File: src/rtl/sts_scr_pkg.sv
package sts_scr_pkg;
  localparam int KS_W = 7;
  localparam logic [KS_W-1:0] KS_SEED = 7'h7F;

  // Eight keystream bits, first bit in the MSB of the result.
  function automatic logic [7:0] ks_byte(input logic [KS_W-1:0] s);
    logic [KS_W-1:0] t;
    logic [7:0]      r;
    t = s;
    r = '0;
    for (int i = 7; i >= 0; i--) begin
      r[i] = t[6];
      t    = {t[5:0], t[6] ^ t[5]};
    end
    return r;
  endfunction

  // State after eight steps.
  function automatic logic [KS_W-1:0] ks_adv8(input logic [KS_W-1:0] s);
    logic [KS_W-1:0] t;
    t = s;
    for (int i = 0; i < 8; i++) t = {t[5:0], t[6] ^ t[5]};
    return t;
  endfunction
endpackage

File: src/rtl/sts_frame_pos.sv
module sts_frame_pos #(
  parameter int ROWS    = 9,
  parameter int COLS    = 270,
  parameter int OH_COLS = 9,
  parameter int B1_ROW  = 1,
  parameter int B1_COL  = 0
) (
  input  logic clk,
  input  logic rst,
  input  logic adv,
  input  logic sof,
  output logic row0_oh,
  output logic ks_reload,
  output logic is_b1,
  output logic frame_start
);
  localparam int ROW_W = (ROWS > 1) ? $clog2(ROWS) : 1;
  localparam int COL_W = (COLS > 1) ? $clog2(COLS) : 1;
  localparam logic [ROW_W-1:0] LAST_ROW = ROW_W'(ROWS - 1);
  localparam logic [COL_W-1:0] LAST_COL = COL_W'(COLS - 1);

  logic [ROW_W-1:0] row_q, cur_row;
  logic [COL_W-1:0] col_q, cur_col;

  assign cur_row = sof ? '0 : row_q;
  assign cur_col = sof ? '0 : col_q;

  assign frame_start = (cur_row == '0) && (cur_col == '0);
  assign row0_oh     = (cur_row == '0) && (cur_col < COL_W'(OH_COLS));
  assign ks_reload   = (cur_row == '0) && (cur_col == COL_W'(OH_COLS));
  assign is_b1       = (cur_row == ROW_W'(B1_ROW)) && (cur_col == COL_W'(B1_COL));

  always_ff @(posedge clk) begin
    if (rst) begin
      row_q <= '0;
      col_q <= '0;
    end else if (adv) begin
      if (cur_col == LAST_COL) begin
        col_q <= '0;
        row_q <= (cur_row == LAST_ROW) ? '0 : cur_row + 1'b1;
      end else begin
        col_q <= cur_col + 1'b1;
        row_q <= cur_row;
      end
    end
  end
endmodule

File: src/rtl/sts_scr_key.sv
module sts_scr_key
  import sts_scr_pkg::*;
(
  input  logic       clk,
  input  logic       rst,
  input  logic       adv,
  input  logic       reload,
  input  logic       hold,
  output logic [7:0] key
);
  logic [KS_W-1:0] st_q;

  assign key = reload ? ks_byte(KS_SEED) : ks_byte(st_q);

  always_ff @(posedge clk) begin
    if (rst) begin
      st_q <= KS_SEED;
    end else if (adv) begin
      if (reload)     st_q <= ks_adv8(KS_SEED);
      else if (!hold) st_q <= ks_adv8(st_q);
    end
  end
endmodule

File: src/rtl/sts_bip8.sv
module sts_bip8 (
  input  logic       clk,
  input  logic       rst,
  input  logic       adv,
  input  logic       frame_start,
  input  logic [7:0] tx_byte,
  output logic [7:0] bip_prev
);
  logic [7:0] acc_q;

  always_ff @(posedge clk) begin
    if (rst) begin
      acc_q    <= '0;
      bip_prev <= '0;
    end else if (adv) begin
      if (frame_start) begin
        bip_prev <= acc_q;
        acc_q    <= tx_byte;
      end else begin
        acc_q <= acc_q ^ tx_byte;
      end
    end
  end
endmodule

File: src/rtl/sts_tx_scrambler.sv
module sts_tx_scrambler #(
  parameter int ROWS    = 9,
  parameter int COLS    = 270,
  parameter int OH_COLS = 9,
  parameter int B1_ROW  = 1,
  parameter int B1_COL  = 0
) (
  input  logic       clk,
  input  logic       rst,
  input  logic       scr_en,
  input  logic       b1_err_en,
  input  logic       ber_strobe,
  input  logic       in_valid,
  input  logic       in_sof,
  input  logic [7:0] in_data,
  output logic       out_valid,
  output logic       out_sof,
  output logic [7:0] out_data
);
  logic       row0_oh, ks_reload, is_b1, frame_start;
  logic [7:0] key, bip_prev, b1_val, src_byte, tx_byte;
  logic       err_pend_q;

  sts_frame_pos #(
    .ROWS(ROWS), .COLS(COLS), .OH_COLS(OH_COLS), .B1_ROW(B1_ROW), .B1_COL(B1_COL)
  ) u_pos (
    .clk(clk), .rst(rst), .adv(in_valid), .sof(in_sof),
    .row0_oh(row0_oh), .ks_reload(ks_reload), .is_b1(is_b1), .frame_start(frame_start)
  );

  sts_scr_key u_key (
    .clk(clk), .rst(rst), .adv(in_valid), .reload(ks_reload), .hold(row0_oh), .key(key)
  );

  assign b1_val   = bip_prev ^ {8{err_pend_q}};
  assign src_byte = is_b1 ? b1_val : in_data;
  assign tx_byte  = src_byte ^ ((scr_en && !row0_oh) ? key : 8'h00);

  sts_bip8 u_bip (
    .clk(clk), .rst(rst), .adv(in_valid), .frame_start(frame_start),
    .tx_byte(tx_byte), .bip_prev(bip_prev)
  );

  always_ff @(posedge clk) begin
    if (rst) begin
      err_pend_q <= 1'b0;
    end else if (in_valid && is_b1) begin
      err_pend_q <= ber_strobe && b1_err_en;
    end else if (ber_strobe && b1_err_en) begin
      err_pend_q <= 1'b1;
    end
  end

  always_ff @(posedge clk) begin
    if (rst) begin
      out_valid <= 1'b0;
      out_sof   <= 1'b0;
      out_data  <= '0;
    end else begin
      out_valid <= in_valid;
      out_sof   <= in_valid && in_sof;
      if (in_valid) out_data <= tx_byte;
    end
  end
endmodule

File: config.mk
export PLATFORM = sky130hd
export DESIGN_NAME = sts_tx_scrambler
export DESIGN_NICKNAME = d
export VERILOG_FILES = /design/src/rtl/sts_scr_pkg.sv /design/src/rtl/sts_frame_pos.sv /design/src/rtl/sts_scr_key.sv /design/src/rtl/sts_bip8.sv /design/src/rtl/sts_tx_scrambler.sv
export SDC_FILE = /design/constraint.sdc
export NUM_CORES = 1
export LEC_CHECK = 0
export ABC_AREA = 1
export BUFFER_PORTS_ARGS = -buffer_cell sky130_fd_sc_hd__buf_4
export CAP_MARGIN = 25
export CORE_ASPECT_RATIO = 1.75
export CORE_MARGIN = 2
export CORE_UTILIZATION = 60
export CTS_CLUSTER_SIZE = 28
export DETAILED_ROUTE_END_ITERATION = 7
export PLACE_DENSITY = 0.84
export SLEW_MARGIN = 20
export SYNTH_ARGS = -nofsm -noshare
export SYNTH_HDL_FRONTEND = slang
export SYNTH_SLANG_ARGS = --single-unit
File: constraint.sdc
create_clock -name clk -period 2.27 [get_ports clk]
set_input_delay 0.227 -clock clk [delete_from_list [all_inputs] [get_ports clk]]
set_output_delay 0.227 -clock clk [all_outputs]
set_load 0.05 [all_outputs]
==> results of run 1 <==
==> sequential cells by signal (all words and copies together) (netlist names) <==
signal and count:
u_bip.acc_q 8, out_data 8, u_pos.row_q 4, u_pos.col_q 9, u_key.st_q 7, u_bip.bip_prev 8
out_valid 1, err_pend_q 1, out_sof 1
==> cell families (layout without fill, tap and decap cells) <==
group,Yosys count,in the layout,synth area share [%]
compound gates,72,72,14.00
fa+ha+maj,6,6,2.601
flops,47,47,32.60
buf+inv,69,87,10.01
simple gates,207,207,35.63
xor+xnor,17,17,5.158
==> worst min-delay path: stages <==
cell	delay, ns
buf_4	0.11
nand2_1	0.06
a21oi_1	0.06
==> worst min-delay path by stage <==
stage | end | slack, ns | depth (start not counted)
after global routing | err_pend_q | 0.20 | 3
after floorplan | err_pend_q | 0.37 | 2
after global placement | u_bip.bip_prev[4] | 0.44 | 2
after CTS | err_pend_q | 0.20 | 3
after detailed placement | u_bip.bip_prev[7] | 0.45 | 2
final | err_pend_q | 0.20 | 3
==> layer usage <==
metal	track usage, %	up-vias
li1	-	1378
met1	26.03	1257
met2	49.22	64
met3	3.226	25
met4	13.10	0
met5	0	-
==> area by class of cell <==
type | instances | area, µm²
Multi-Input combinational cell | 302 | 1657
Fill cell | 394 | 1495
Sequential cell | 47 | 940.9
Timing Repair Buffer | 27 | 202.7
Inverter | 53 | 198.9
Clock buffer | 5 | 68.82
Tap cell | 52 | 65.06
Clock inverter | 2 | 37.54
==> synthesized netlist by cell type <==
cell / number
nand2_1: 95
dfxtp_1: 47
inv_1: 46
a21oi_1: 43
nand3_1: 39
nor2_1: 29
o21ai_0: 17
nand2_2: 16
xnor2_1: 13
clkbuf_1: 8
ha_1: 6
inv_2: 6
nand4_1: 6
nor2_4: 5
o31ai_1: 5
a21oi_2: 4
nand3_2: 4
nor3_1: 4
xor2_1: 4
buf_2: 3
buf_4: 2
nand3_4: 2
buf_1: 1
buf_6: 1
buf_8: 1
clkinv_1: 1
nand2_4: 1
nand2_8: 1
nand3b_1: 1
nor2_2: 1
nor2_8: 1
nor3b_1: 1
o21ai_2: 1
o21ai_4: 1
o22ai_1: 1
or2_1: 1
==> per-stage QoR <==
step	utilization (%)	area, µm²
floorplan	-	2887
global placement	65.67	3064
detailed placement	65.67	3064
CTS	67.95	3171
global route	67.95	3171
finish	67.95	3171
==> power groups by stage <==
| stage | Combinational (mW) | Clock (mW) | Sequential (mW) |
|---|---|---|---|
| 3_5_place_dp | 0.241 | 0 | 0.896 |
| 5_1_grt | 0.264 | 0.652 | 0.881 |
| 2_1_floorplan | 0.151 | 0 | 0.921 |
| 3_3_place_gp | 0.238 | 0 | 0.895 |
| 4_1_cts | 0.243 | 0.623 | 0.877 |
| 6_report | 0.243 | 0.610 | 0.877 |
==> metrics.md, run 1 <==
| Metric | Value |
|---|---|
| Crit path DAT | 2.25 ns |
| Hold-fix buffers at CTS | 0 |
| Least-Margin Pin Slew | 0.5191 ns |
| Clock skew | 0.005243 ns |
| Worst-path maximum fanout | 9 |
| Seq pwr share | between 50 and 60% |
| WL/cell | ~13 µm |
| Syn_area_per_cell | 6.906 µm² |
| Setup Buffers After CTS | 0 |
| Setup TNS | 0 ns |
| Initial antenna violation count | 0 |
| Most frequent cells in the layout | 95 x nand2_1, 47 x dfxtp_1, 46 x inv_1, 43 x a21oi_1, 39 x nand3_1 |
| R2R depth | 14 |
| Total Die Area | 0.005403 mm² |
| VDD IR max | between 0.3 and 0.4 mV |
| Reg2Reg Setup Slack | 0.23 ns |
| Placer Congestion | 0.8856 |
| CP required | roughly 2.5 ns |
| Tcrit/Tclk final | between 90% and 100% |
| Critical Path Source Type | flip-flop |
| Leakage | 1.471 nW |
| Buffers & Inverters on Critical Path | 3 |
| Synth cell types | 36 |
| Worst Setup SP | u_pos.row_q[0] |
| Final WS setup | between 0.2 and 0.25 ns |
| Post-synth top area cell | dfxtp_1 |
| Yosys Warn Count | 0 |
| Hold Vio Cnt, Final | 0 |
| Fin crit period | 2.043 ns |
| Most common cell after layout, fill and taps aside | nand2_1 |
| RR Startpoint | u_pos.row_q[0] |
| DP Wirelength | 4738 µm |
| Drt first pass iters | 4 |
| Worst Hold Margin | 0.1992 ns |
| Die extent in x | 56.43 µm |
| Largest cells by area after synthesis | dfxtp_1 33%, nand2_1 12%, a21oi_1 7.5% |
| Initial DRC Count | 117 |
| GR Overflow Total | 0 |
| CTS tree | yes |
| First-pass GRT wire length | ~11000 µm |
| Final setup viols | 0 |
| # rows | 33 |
| Reg2reg end | u_bip.acc_q[5] |
| WL met2 | roughly 3500 µm |
| Sequential area share after synthesis | between 30% and 40% |
| Core area | 0.004666 mm² |
| Status | complete, no violations |
| CP max-delay cell | dfxtp_1 |
| Hold_sp | b1_err_en |
| Final nets | ~460 |
| H-Tree Depth | 2 |
| CTS resizes | 0 |
| Internal Power | between 1 and 1.5 mW |
| Clock share of power | 35.3% |
| Hold WC Path Type | in2reg |
| Crit Path Class | reg2reg |
| M1 wire length | 2477 µm |
| Mapped Area | 0.002887 mm² |
| Wire length on met3 | 288 µm |
| Switch share | a little over a quarter |
| RSZ-0062 raised after global routing | no |
| Number of remaining DRC errors | 0 |
| Clock-pin slew on the worst setup and hold paths | about 0.090 ns |
| Number of diodes | 0 |
| Place WS | 0.2340 ns |
| Non-filler cells, final | about 490 |
| Final WL | approximately 6500 µm |
| Starting Density | 61.87% |
| Synth Register Bits | 47 |
| DR vias/cell | 5.582 |
| Mapped Cells | 418 |
| Pin count of the biggest net entering global routing | 32 |
| Top Metal Used | met4 |
| CP peak stage delay | 0.34 ns |
| Clock insertion delay at the later pin of the skew report | slightly above 0.3 ns |
| Max Fclk | approximately 490 MHz |
| Max Root-Sink Buffers | 2 |
| Max-slew violation count | 0 |
| Worst slew margin relative to its limit | 65.35% |
| Synth top area share | 32.60% |
| Total GRT Usage | roughly 25% |
| PwrDens | between 500 and 600 mW/mm² |
| Syn_nets | 439 |
| Combinational share of power | 14.0% |
| CP endpoint | u_bip.acc_q[5] |
| TritonCTS Buffers | 5 |
| Tot Pwr | 1.730 mW |
| Routed vias | 2724 |
| WP depth | 14 |
| Post-route ant nets | 0 |
| I/O Pins | 25 |
| Vias in the first global route | approximately 2.5k |
| Area grow syn2layout | 9.840% |
| CTS sink count | 47 |
| DIE HEIGHT | around 96 µm |
| CP top delay family | simple AND/OR/NAND/NOR gates |
| Psw | 0.4661 mW |
| Share of post-route cells with drive strength above 1 | 17.66% |
| PortBufs | 24 |
| CTS root buf | clkbuf_8 |
| CP cell instances | inv_1, nor2_1, inv_1, ha_1, nand3_1, inv_1, nand2_2, nor2_2, nor2_4, nand3_1, nand2_2, nand3_1, nand2_1, nor2_1 |
| CP endpoint kind | flip-flop |
| Placed insts | 481 |
| Count of max-cap constraint violations | 0 |
Note: power is estimated with default switching activity, not from simulation.
==> inputs of run 2 (changes only) <==
Settings changed: RECOVER_POWER from default to 100.
==> metrics.md, run 2 (synthesis gave the netlist of run 1 again) <==
| Metric | Value |
|---|---|
| Status | complete, no violations |
| CP required | 2.47 ns (about the same) |
| DP Wirelength | 4738 µm (unchanged) |
| Clock insertion delay at the later pin of the skew report | 0.30 ns (about the same) |
| CTS resizes | 0 (unchanged) |
| CTS sink count | 47 (unchanged) |
| Critical Path Source Type | flip-flop |
| Max Root-Sink Buffers | 2 (unchanged) |
| Starting Density | 61.87% (unchanged) |
| I/O Pins | 25 (unchanged) |
| Max-slew violation count | 0 (unchanged) |
| Total GRT Usage | 25.44% (unchanged) |
| WL/cell | 13.39 µm (about the same) |
| Drt first pass iters | 5 (+1) |
| Number of diodes | 0 (unchanged) |
| Final WL | 6534 µm (about the same) |
| Final setup viols | 0 (unchanged) |
| CTS root buf | clkbuf_8 |
| Clock-pin slew on the worst setup and hold paths | 0.09 ns (about the same) |
| TritonCTS Buffers | 5 (unchanged) |
| Fin crit period | 2.054 ns (+0.01136 ns) |
| H-Tree Depth | 2 (unchanged) |
| Core area | 0.004666 mm² (unchanged) |
| First-pass GRT wire length | 10830 µm (unchanged) |
| Least-Margin Pin Slew | 0.7561 ns (+0.2370 ns) |
| Die extent in x | 56.43 µm (unchanged) |
| Share of post-route cells with drive strength above 1 | 12.39% (-5.3 points) |
| Top reg by flops | u_pos.col_q |
| Worst slew margin relative to its limit | 49.59% (-16 points) |
| Most frequent cells in the layout | 102 x nand2_1, 47 x inv_1, 47 x dfxtp_1, 44 x a21oi_1, 40 x nand3_1 |
| RSZ-0062 raised after global routing | no |
| Count of max-cap constraint violations | 0 (unchanged) |
| Post-route ant nets | 0 (unchanged) |
| CTS tree | yes |
| DR vias/cell | 5.568 (-0.26%) |
| PwrDens | 558.7 mW/mm² (+2.4%) |
| Area grow syn2layout | 6.459% |
| Final nets | 457 (unchanged) |
| Max Fclk | 486.8 MHz (-0.55%) |
| Max reg flops | 9 (unchanged) |
| Initial antenna violation count | 0 (unchanged) |
| Worst-path maximum fanout | 9 (unchanged) |
| Crit Path Class | reg2reg |
| Tot Pwr | 1.717 mW (-0.75%) |
| Hold-fix buffers at CTS | 0 (unchanged) |
| CP endpoint kind | flip-flop |
| Routed vias | 2717 (-0.26%) |
| Clock skew | 0.007825 ns (+0.002582 ns) |
| Setup TNS | 0 ns (unchanged) |
| Setup Buffers After CTS | 0 (unchanged) |
| PortBufs | 24 (unchanged) |
| GR Overflow Total | 0 (unchanged) |
| Hold Vio Cnt, Final | 0 (unchanged) |
| Tcrit/Tclk final | 90.50% (+0.50 points) |
| VDD IR max | 0.3756 mV (+1.5%) |
| Number of remaining DRC errors | 0 (unchanged) |
| Crit path DAT | 2.26 ns (about the same) |
| Initial DRC Count | 114 (-2.6%) |
| Leakage | 1.422 nW (-3.3%) |
| Placer Congestion | 0.8856 (unchanged) |
| Hold WC Path Type | in2reg |
| Pin count of the biggest net entering global routing | 32 (unchanged) |
| # rows | 33 (unchanged) |
| DIE HEIGHT | 95.76 µm (unchanged) |
| Total Die Area | 0.005403 mm² (unchanged) |
| Vias in the first global route | 2500 (unchanged) |
| Most common cell after layout, fill and taps aside | nand2_1 |
[run 2: cell types whose count changed in the layout (fill, tap and decap cells not counted), sizes merged]
cell    previous run  this run
buf               27        15
clkbuf             5        17
[run 2: per-layer routing]
metal | vias to the layer above | GRT usage (%) | share of wire [%] | routed length (µm)
met1 | 1245 | 26.03 | 37 | 2433
met2 | 71 | 49.22 | 54 | 3542
li1 | 1382 | - | - | -
met4 | 0 | 13.10 | 3.9 | 255
met5 | - | 0 | 0 | 0
met3 | 19 | 3.226 | 4.6 | 302
[run 2: metrics by stage]
step	worst slack, ns	hold WS, ns	instance area (µm²)	util (%)	instances
after global routing	0.03045	0.1959	3073	65.86	488
after floorplan	0.4784	0.3675	2887	-	418
after CTS	0.2271	0.1963	3171	67.95	488
after global placement	0.2835	0.4408	3064	65.67	481
after detailed placement	0.2340	0.4455	3064	65.67	481
final	0.2156	0.2005	3073	65.86	488
[run 2: worst max-delay path, stage by stage, from the launching register on]
cell and delay, ns:
dfxtp_1 0.34, inv_1 0.05, nor2_1 0.25, ha_1 0.22
inv_1 0.04, nor2_1 0.09, nand3_1 0.28, nand2_1 0.16
nand2_1 0.09, inv_1 0.06, nand2_1 0.05, nand2_1 0.13
nand3_1 0.09, nand2_1 0.07, nor2_1 0.04
[run 2: path summary, 6_finish.rpt]
| path | from | end | slack, ns | cells after the start |
|---|---|---|---|---|
| setup / recovery | u_pos.row_q[0] | u_bip.acc_q[3] | 0.22 | 14 |
| hold / removal | b1_err_en | err_pend_q | 0.20 | 3 |
| setup reg to reg | u_pos.row_q[0] | u_bip.acc_q[3] | 0.22 | 14 |
| hold reg to reg | u_bip.acc_q[7] | u_bip.bip_prev[7] | 0.45 | 2 |
[run 2: area by class of cell]
class / instances / area [µm²]
sequential: 47 / 940.9
inverter: 53 / 198.9
clock inverter: 2 / 37.54
clock buffer: 5 / 68.82
timing repair buffer: 27 / 161.4
multi-input combinational: 302 / 1600
tap: 52 / 65.06
fill: 418 / 1593
[run 2: power breakdown]
group	internal, mW	leakage, nW	switching, mW
registers	0.856	0.385	0.0203
clock network	0.322	0.0502	0.289
logic	0.0744	0.987	0.155
